## src/rtl/slot_cal_pkg.sv

```systemverilog
// Shared constants for the slot calendar sequencer.
// Assumes one lane per instance; the sizes below are the defaults.
package slot_cal_pkg;
    localparam int unsigned CAL_DEPTH = 64;  // maximum number of slots
    localparam int unsigned CAL_NDEV  = 13;  // attached devices; code NDEV means idle
endpackage

```

## src/rtl/slot_cal_store.sv

```systemverilog
// Slot entry storage and the programming-pass logic.
// What it does: latches the target index, writes the entries, tracks the
// highest index written in the pass, and commits the length when the pass closes.
// Assumes pgm_en is a level that stays high for the whole pass.
module slot_cal_store #(
    parameter  int DEPTH  = slot_cal_pkg::CAL_DEPTH,
    parameter  int NDEV   = slot_cal_pkg::CAL_NDEV,
    localparam int IDX_W  = $clog2(DEPTH),
    localparam int CODE_W = $clog2(NDEV + 1)
) (
    input  logic              clk,
    input  logic              rst_n,
    input  logic              pgm_en,
    input  logic              idx_wr,
    input  logic [IDX_W-1:0]  wr_idx,
    input  logic              val_wr,
    input  logic [CODE_W-1:0] wr_val,
    input  logic [IDX_W-1:0]  rd_ptr,
    output logic [CODE_W-1:0] rd_code,
    output logic [IDX_W-1:0]  len_m1,
    output logic              play_ok
);
    localparam logic [CODE_W-1:0] IDLE = CODE_W'(NDEV);

    logic [CODE_W-1:0] entry [DEPTH];
    logic [IDX_W-1:0]  tgt_idx;
    logic [IDX_W-1:0]  pass_max;
    logic              pass_any;
    logic              pgm_q;
    logic              closing;
    logic [CODE_W-1:0] wr_code;

    assign closing = pgm_q && !pgm_en;
    assign play_ok = !pgm_en && !pgm_q;
    assign wr_code = (wr_val > IDLE) ? IDLE : wr_val;
    assign rd_code = entry[rd_ptr];

    // Remember last cycle's program-enable, so the close of a pass can be seen.
    always_ff @(posedge clk) begin
        if (!rst_n) pgm_q <= 1'b0;
        else        pgm_q <= pgm_en;
    end

    // Hold the target index loaded by the most recent index strobe.
    always_ff @(posedge clk) begin
        if (!rst_n)                tgt_idx <= '0;
        else if (pgm_en && idx_wr) tgt_idx <= wr_idx;
    end

    // Track whether the pass wrote anything, and the highest index it wrote.
    always_ff @(posedge clk) begin
        if (!rst_n || !pgm_en) begin
            pass_any <= 1'b0;
            pass_max <= '0;
        end else if (val_wr) begin
            pass_any <= 1'b1;
            if (!pass_any || tgt_idx > pass_max) pass_max <= tgt_idx;
        end
    end

    // Commit the length (minus one) when the pass closes.
    always_ff @(posedge clk) begin
        if (!rst_n)       len_m1 <= '0;
        else if (closing) len_m1 <= pass_any ? pass_max : '0;
    end

    // One register per slot: reset to idle, written during a pass, slot 0 made idle by an empty pass.
    for (genvar g = 0; g < DEPTH; g++) begin : g_entry
        always_ff @(posedge clk) begin
            if (!rst_n)
                entry[g] <= IDLE;
            else if (pgm_en && val_wr && tgt_idx == IDX_W'(g))
                entry[g] <= wr_code;
            else if (g == 0 && closing && !pass_any)
                entry[g] <= IDLE;
        end
    end
endmodule

```

## src/rtl/slot_cal_walker.sv

```systemverilog
// Playback pointer for the slot calendar.
// What it does: holds the pointer at slot 0 while hold is high, otherwise
// steps it by one every clock and wraps it after slot len_m1.
// Assumes len_m1 changes only in a cycle in which hold is high.
module slot_cal_walker #(
    parameter  int DEPTH = slot_cal_pkg::CAL_DEPTH,
    localparam int IDX_W = $clog2(DEPTH)
) (
    input  logic             clk,
    input  logic             rst_n,
    input  logic             hold,
    input  logic [IDX_W-1:0] len_m1,
    output logic [IDX_W-1:0] ptr
);
    // Step the pointer through the slots, wrapping after the last valid slot.
    always_ff @(posedge clk) begin
        if (!rst_n || hold)   ptr <= '0;
        else if (ptr == len_m1) ptr <= '0;
        else                  ptr <= ptr + 1'b1;
    end
endmodule

```

## src/rtl/slot_cal_grant.sv

```systemverilog
// Grant decoder for the slot calendar.
// What it does: turns the current slot's code into an encoded grant and a
// one-hot grant, and forces both to idle when playback is not active.
// Assumes the codes 0..NDEV-1 are devices and the code NDEV means idle.
module slot_cal_grant #(
    parameter  int NDEV   = slot_cal_pkg::CAL_NDEV,
    localparam int CODE_W = $clog2(NDEV + 1)
) (
    input  logic              active,
    input  logic [CODE_W-1:0] code,
    output logic [CODE_W-1:0] grant_code,
    output logic [NDEV-1:0]   grant_onehot
);
    // Encoded grant: the slot's code, or idle while playback is stopped.
    always_comb grant_code = active ? code : CODE_W'(NDEV);

    // One-hot grant: one compare per device.
    for (genvar d = 0; d < NDEV; d++) begin : g_dev
        assign grant_onehot[d] = active && (code == CODE_W'(d));
    end
endmodule

```

## src/rtl/slot_cal_seq.sv

```systemverilog
// Top level of the programmable slot calendar sequencer.
// What it does: connects the entry store, the playback walker and the grant decoder.
// Assumes synchronous active-low reset, and one programming pass at a time.
module slot_cal_seq #(
    parameter  int DEPTH  = slot_cal_pkg::CAL_DEPTH,
    parameter  int NDEV   = slot_cal_pkg::CAL_NDEV,
    localparam int IDX_W  = $clog2(DEPTH),
    localparam int CODE_W = $clog2(NDEV + 1)
) (
    input  logic              clk,
    input  logic              rst_n,
    input  logic              pgm_en,
    input  logic              idx_wr,
    input  logic [IDX_W-1:0]  wr_idx,
    input  logic              val_wr,
    input  logic [CODE_W-1:0] wr_val,
    output logic [IDX_W-1:0]  cur_len,
    output logic [IDX_W-1:0]  cur_slot,
    output logic [CODE_W-1:0] grant_code,
    output logic [NDEV-1:0]   grant_onehot
);
    logic [CODE_W-1:0] slot_code;
    logic              play_ok;

    slot_cal_store #(.DEPTH(DEPTH), .NDEV(NDEV)) u_store (
        .clk     (clk),
        .rst_n   (rst_n),
        .pgm_en  (pgm_en),
        .idx_wr  (idx_wr),
        .wr_idx  (wr_idx),
        .val_wr  (val_wr),
        .wr_val  (wr_val),
        .rd_ptr  (cur_slot),
        .rd_code (slot_code),
        .len_m1  (cur_len),
        .play_ok (play_ok)
    );

    slot_cal_walker #(.DEPTH(DEPTH)) u_walk (
        .clk    (clk),
        .rst_n  (rst_n),
        .hold   (!play_ok),
        .len_m1 (cur_len),
        .ptr    (cur_slot)
    );

    slot_cal_grant #(.NDEV(NDEV)) u_grant (
        .active       (play_ok),
        .code         (slot_code),
        .grant_code   (grant_code),
        .grant_onehot (grant_onehot)
    );
endmodule

```

## config.mk

```make
export PLATFORM = sky130hd
export DESIGN_NAME = slot_cal_seq
export DESIGN_NICKNAME = d
export VERILOG_FILES = /design/src/rtl/slot_cal_pkg.sv /design/src/rtl/slot_cal_store.sv /design/src/rtl/slot_cal_walker.sv /design/src/rtl/slot_cal_grant.sv /design/src/rtl/slot_cal_seq.sv
export SDC_FILE = /design/constraint.sdc
export NUM_CORES = 1
export LEC_CHECK = 0
export ABC_AREA = 1
export BUFFER_PORTS_ARGS = -buffer_cell sky130_fd_sc_hd__buf_4
export CAP_MARGIN = 20
export CORE_MARGIN = 2
export CORE_UTILIZATION = 40
export DETAILED_ROUTE_END_ITERATION = 7
export SYNTH_ARGS = -nofsm -noshare
export SYNTH_HDL_FRONTEND = slang
export SYNTH_HIERARCHICAL = 1
export SYNTH_SLANG_ARGS = --single-unit
export TNS_END_PERCENT = 20
```

## constraint.sdc

```tcl
create_clock -name clk -period 2.6 [get_ports clk]
set_clock_uncertainty 0.05 [all_clocks]
set_input_delay 0.26 -clock clk [delete_from_list [all_inputs] [get_ports clk]]
set_output_delay 0.26 -clock clk [all_outputs]
set_load 0.03 [all_outputs]
```

**After elaboration in Yosys (flattened, before gate mapping)**

Memories as Yosys holds them, arrays and structs flattened. A register that Yosys moved wholly into a read port is not among the register bits.
Index checks and enable logic that the tools add are counted.

- $add $sub $neg: 1
- Magnitude comparators: 2
- Equal/unequal tests: 76
- Mux-type cells: 266
- Bitwise logic cells: 65
- Reductions and logical operators: 94

Operators with widths:

| cell | count |
|---|---|
| 4-bit 2-to-1 mux | 67 |
| 1-bit 2-to-1 mux | 197 |
| 6-bit == test, second input constant | 32 |
| 6-bit by 5-bit == test with 1-bit output, second input constant | 16 |
| 1-bit logical AND | 82 |
| 1-bit bitwise OR | 65 |
| 6-bit by 4-bit == test with 1-bit output, second input constant | 8 |
| 6-bit by 3-bit == test with 1-bit output, second input constant | 4 |
| 4-bit == test, second input constant | 5 |
| 4-bit by 3-bit == test with 1-bit output, second input constant | 4 |
| 6-bit by 2-bit == test with 1-bit output, second input constant | 2 |
| 6-bit 2-to-1 mux | 2 |
| 4-bit by 2-bit == test with 1-bit output, second input constant | 2 |
| 6-bit by 1-bit adder with 6-bit output, second input constant | 1 |
| 6-bit by 1-bit == test with 1-bit output, second input constant | 1 |
| 6-bit == test | 1 |
| 6-bit > comparator | 1 |
| 6-bit zero test | 1 |
| 1-bit zero test | 5 |
| 4-bit by 1-bit == test with 1-bit output, second input constant | 1 |
| 4-bit > comparator, second input constant | 1 |
| 4-bit zero test | 1 |
| 1-bit logical OR | 3 |
| 2-bit AND reduction | 1 |
| 2-bit OR reduction | 1 |

- Flip-flop bits (word level): 26
- Bits in writable memories: 256
- Output and inout port bits: 29
- Memories: 1

Memory list:

| memory | depth | width | read ports | clocked after memory_dff | write ports | line | RTL |
|---|---|---|---|---|---|---|---|
| u_store.entry | 64 | 4 | 1 | 1 | 64 | slot_cal_store.sv:25 | `logic [CODE_W-1:0] entry [DEPTH];` |

**Logic depth before layout (Yosys ltp)**

- Word-level depth: 8
- Depth in mapped cells: 14

**Cells and area by module**

Netlist, hierarchy kept.

Modules (own cells, without submodules):

| module | instances | cells each | area each (um^2) |
|---|---|---|---|
| slot_cal_store | 1 | 1,501 | 13,695.6 |
| slot_cal_walker | 1 | 60 | 365.4 |
| slot_cal_grant | 1 | 35 | 167.7 |
| slot_cal_seq | 1 | 1 | 3.8 |

**Worst setup path before layout**

No wires, ideal clock.

- Path type: flip-flop to output port
- Start: reg u_walk/ptr[0] (netlist name)
- End: out grant_onehot[0]
- Data arrival time: 2.171 ns
- Data required time: 2.290 ns
- Setup slack: 0.119 ns
- Cell stages (with the launch flop): 15
- Path buffers: 2
- Cells stage by stage: dfxtp_1 inv_1 buf_2 buf_2 nand2_1 nand3_1 nand3_1 nand2_1 nand2_1 nand3_1 nand3_1 nand2_1 inv_1 nand2_2 nor2_1

RTL lines:

| item | line | RTL |
|---|---|---|
| end: declaration | slot_cal_seq.sv:20 | `output logic [NDEV-1:0] grant_onehot` |

==> results.py <==
metrics = {
    "routing": {
        "viasPerCell": 5.707,
        "ant_nets": 0,
        "wl_per_cell_um": 21.24,
        "vias": 11900,
        "dr.pass1.iters": 7,
        "wl_um": 44310,
        "drc": 0,
        "drt-initial-drc-count": 1308,
    },
    "cts": {
        "tritoncts": "done",
        "cts_buffers": 30,
        "ctsRootBufferMaster": "clkbuf_16",
        "clk_path_buf_depth": 3,
        "clkSlewWorstSetupHoldPaths_ns": 0.06,
        "cts_max_level": 1,
        "insertion_delay_ns": 0.55,
        "numClockSinks": 282,
    },
    "logic_synthesis": {
        "synth_area_mm2": 0.01423,
        "synth.distinct_cells": 26,
        "yosysWarnings": 6,
        "ys_ff_latch": 282,
        "avgSynthCellArea_um2": 8.912,
        "syn_nets": 1619,
        "ys_seq_area_share_pct": 57.67,
        "synthCells": 1597,
    },
    "worst_setup_path": {
        "worst_r2r_endpoint": "u_store/entry[50][1]",
        "crit_path_max_fanout": 7,
        "crit_start": "u_walk/ptr[0]",
        "cp.depth": 13,
        "max_stage_delay_ns": 0.48,
        "cp-end-kind": "primary output",
        "required_ns": 2.29,
        "path_buf_inv": 3,
        "cp-start-kind": "flip-flop",
        "cpMostUsedCell": "nand3_2",
        "r2r_cells": 4,
        "critical_path_class": "reg -> out",
        "crit_chain": "buf_12 -> clkbuf_16 -> nand2_1 -> nand3_2 -> nand3_2 -> nand2_1 -> nand2_1 -> nand3_1 -> nand3_2 -> nand2_4 -> nand3_2 -> nor2_1 -> buf_4",
        "endpoint": "grant_onehot[9]",
        "crit_slowest_cell": "dfxtp_4",
        "reg2reg_slack_ns": 0.32,
        "timing.rr.start": "u_store/tgt_idx[4]",
        "path_delay_family": "simple AND/OR/NAND/NOR gates",
        "critPathArrivalTime_ns": 2.65,
    },
    "final_layout": {
        "layout_commonest_cell": "nand2_1",
        "nets": 1625,
        "drive_gt1_share_pct": 16.80,
        "finish.utilization_pct": 48.00,
        "layout_common_cells": "557 x nand2_1, 256 x edfxtp_1, 180 x nand3_1",
        "area_growth_pct": 19.09,
        "final_cell_area_mm2": 0.01695,
        "final_cells": 2086,
        "antenna_cells": 0,
    },
    "timing": {
        "rsz0062_at_grt": "yes",
        "period_share_pct": 113.7,
        "max_slew.worst_pin.slew_ns": 0.9873,
        "min_period_ns": 2.956,
        "fmax_ghz": 0.3383,
        "worst_slack_ns": -0.3556,
        "hold_viol_final": 1,
        "slew_headroom_pct": 34.09,
        "whs_ns": -0.01358,
        "finalSetupViolCount": 17,
        "finalMaxSlewViolations": 0,
    },
    "floorplanning": {
        "die_w_um": 192.6,
        "ios": 44,
        "die_area_mm2": 0.03711,
        "core_area_mm2": 0.03531,
        "die_y_um": 192.6,
        "placementRows": 69,
        "initial_core_util_pct": 40.31,
    },
    "power": {
        "ir_drop_mv": 0.4225,
        "p_leak_nw": 5.670,
        "power-per-cell-area_mw_per_mm2": 584.3,
    },
    "hold_path": {
        "worstHoldPathCells": 3,
        "hp-class": "in -> reg",
    },
    "job": {
        "drv_cap": 0,
    },
    "placement": {
        "placed_area_mm2": 0.01490,
        "globalplace.congestion": 0.8117,
        "hpwl_um": 24290,
        "dp_cells": 2000,
        "port_buffers": 43,
    },
    "global_routing": {
        "grt_pass1_vias": 10780,
        "grt_pass1_wl_um": 61800,
        "antenna_found_initial": 0,
        "grt_use_total_pct": 21.77,
        "overflow": 0,
        "grt_max_degree": 73,
    },
    "outcome": {
        "outcome": "complete, but fails checks",
        "violations": "hold timing, setup timing",
    },
}
==> cell usage after synthesis, drive strengths merged <==
library cell | count | area (µm²)
inv | 71 | 266.5
xnor2 | 1 | 8.760
nor2 | 68 | 260.3
edfxtp | 256 | 7687
nand3 | 239 | 1219
o21ai | 71 | 355.3
o211ai | 1 | 7.510
buf | 80 | 463.0
nor4 | 63 | 488.0
a21oi | 11 | 55.05
ha | 7 | 87.58
clkinv | 1 | 3.750
dfxtp | 26 | 520.5
xor2 | 2 | 17.52
clkbuf | 55 | 206.5
nand2 | 577 | 2176
nor3 | 68 | 410.4
==> layout make-up <==
cell class	count	area, µm²
Timing Repair Buffer	108	1418
Clock inverter	18	181.4
Inverter	72	292.8
Tap cell	461	576.8
Timing Repair inverter	1	8.758
Multi-Input combinational cell	1108	5465
Fill cell	3253	18360
Sequential cell	282	8213
Clock buffer	36	794.5
==> registers in the layout (all words and copies together), names as in the netlist <==
name              count
u_store/pass_any      1
u_store/entry       256
u_store/pgm_q         1
u_walk/ptr            6
u_store/len_m1        6
u_store/tgt_idx       6
u_store/pass_max      6
==> report_power, final <==
part	switching [mW]	internal [mW]
Clock	1.75	2.55
Sequential	0.0282	4.98
Combinational	0.461	0.137
Total	2.24	7.66
==> metal layers <==
layer | vias to the layer above | track usage [%] | wire (µm)
li1 | 5460 | - | -
met1 | 5720 | 30.27 | 18350
met2 | 624 | 35.80 | 20650
met3 | 100 | 2.600 | 3908
met4 | 0 | 6.312 | 1407
met5 | - | 0 | 0
==> worst min-delay path, delay by kind of cell <==
family | cells | cell delay, ns
buffers and inverters | 1 | 0.09
AO/OA/AOI/OAI | 2 | 0.20
==> worst min-delay path by stage <==
stage                                 start            endpoint  slack, ns
after CTS                         wr_idx[2]  u_store/tgt_idx[2]      0.004
after floorplan                      val_wr    u_store/pass_any       0.33
after global routing              wr_idx[2]  u_store/tgt_idx[2]      0.003
final                             wr_idx[2]  u_store/tgt_idx[2]      -0.01
after global placement    u_store/len_m1[0]   u_store/len_m1[0]       0.43
after detailed placement  u_store/len_m1[0]   u_store/len_m1[0]       0.44
==> kinds of logic after synthesis <==
| family | after synthesis | synth area share [%] |
|---|---|---|
| and+or+nand+nor | 1015 | 31.99 |
| DFF | 282 | 57.67 |
| buffers and inverters | 207 | 6.602 |
| AOI/OAI and AO/OA | 83 | 2.936 |
| adders and majority gates | 7 | 0.6154 |
| xor gates and xnor gates | 3 | 0.1846 |
==> what timing repair did <==
action,4_1_cts,5_1_grt
setup buffers,1,3
cloned,3,19
resized for setup,44,63
hold buffers,6,0
hold endpoints to repair,9,0
pin swaps,5,30
setup endpoints to repair,17,17
==> through the flow <==
stage	setup WS (ns)	TNS (ns)	power, mW	hold slack [ns]
after floorplan	0.1186	0	5.450	0.3258
after global placement	0.09845	0	5.649	0.4344
after detailed placement	0.1135	0	5.657	0.4398
after CTS	-0.2445	-3.413	9.904	0.003632
after global routing	-0.4482	-6.726	10.18	0.002740
final	-0.3556	-5.235	9.904	-0.01358
Power figures use the tool's default switching activity.
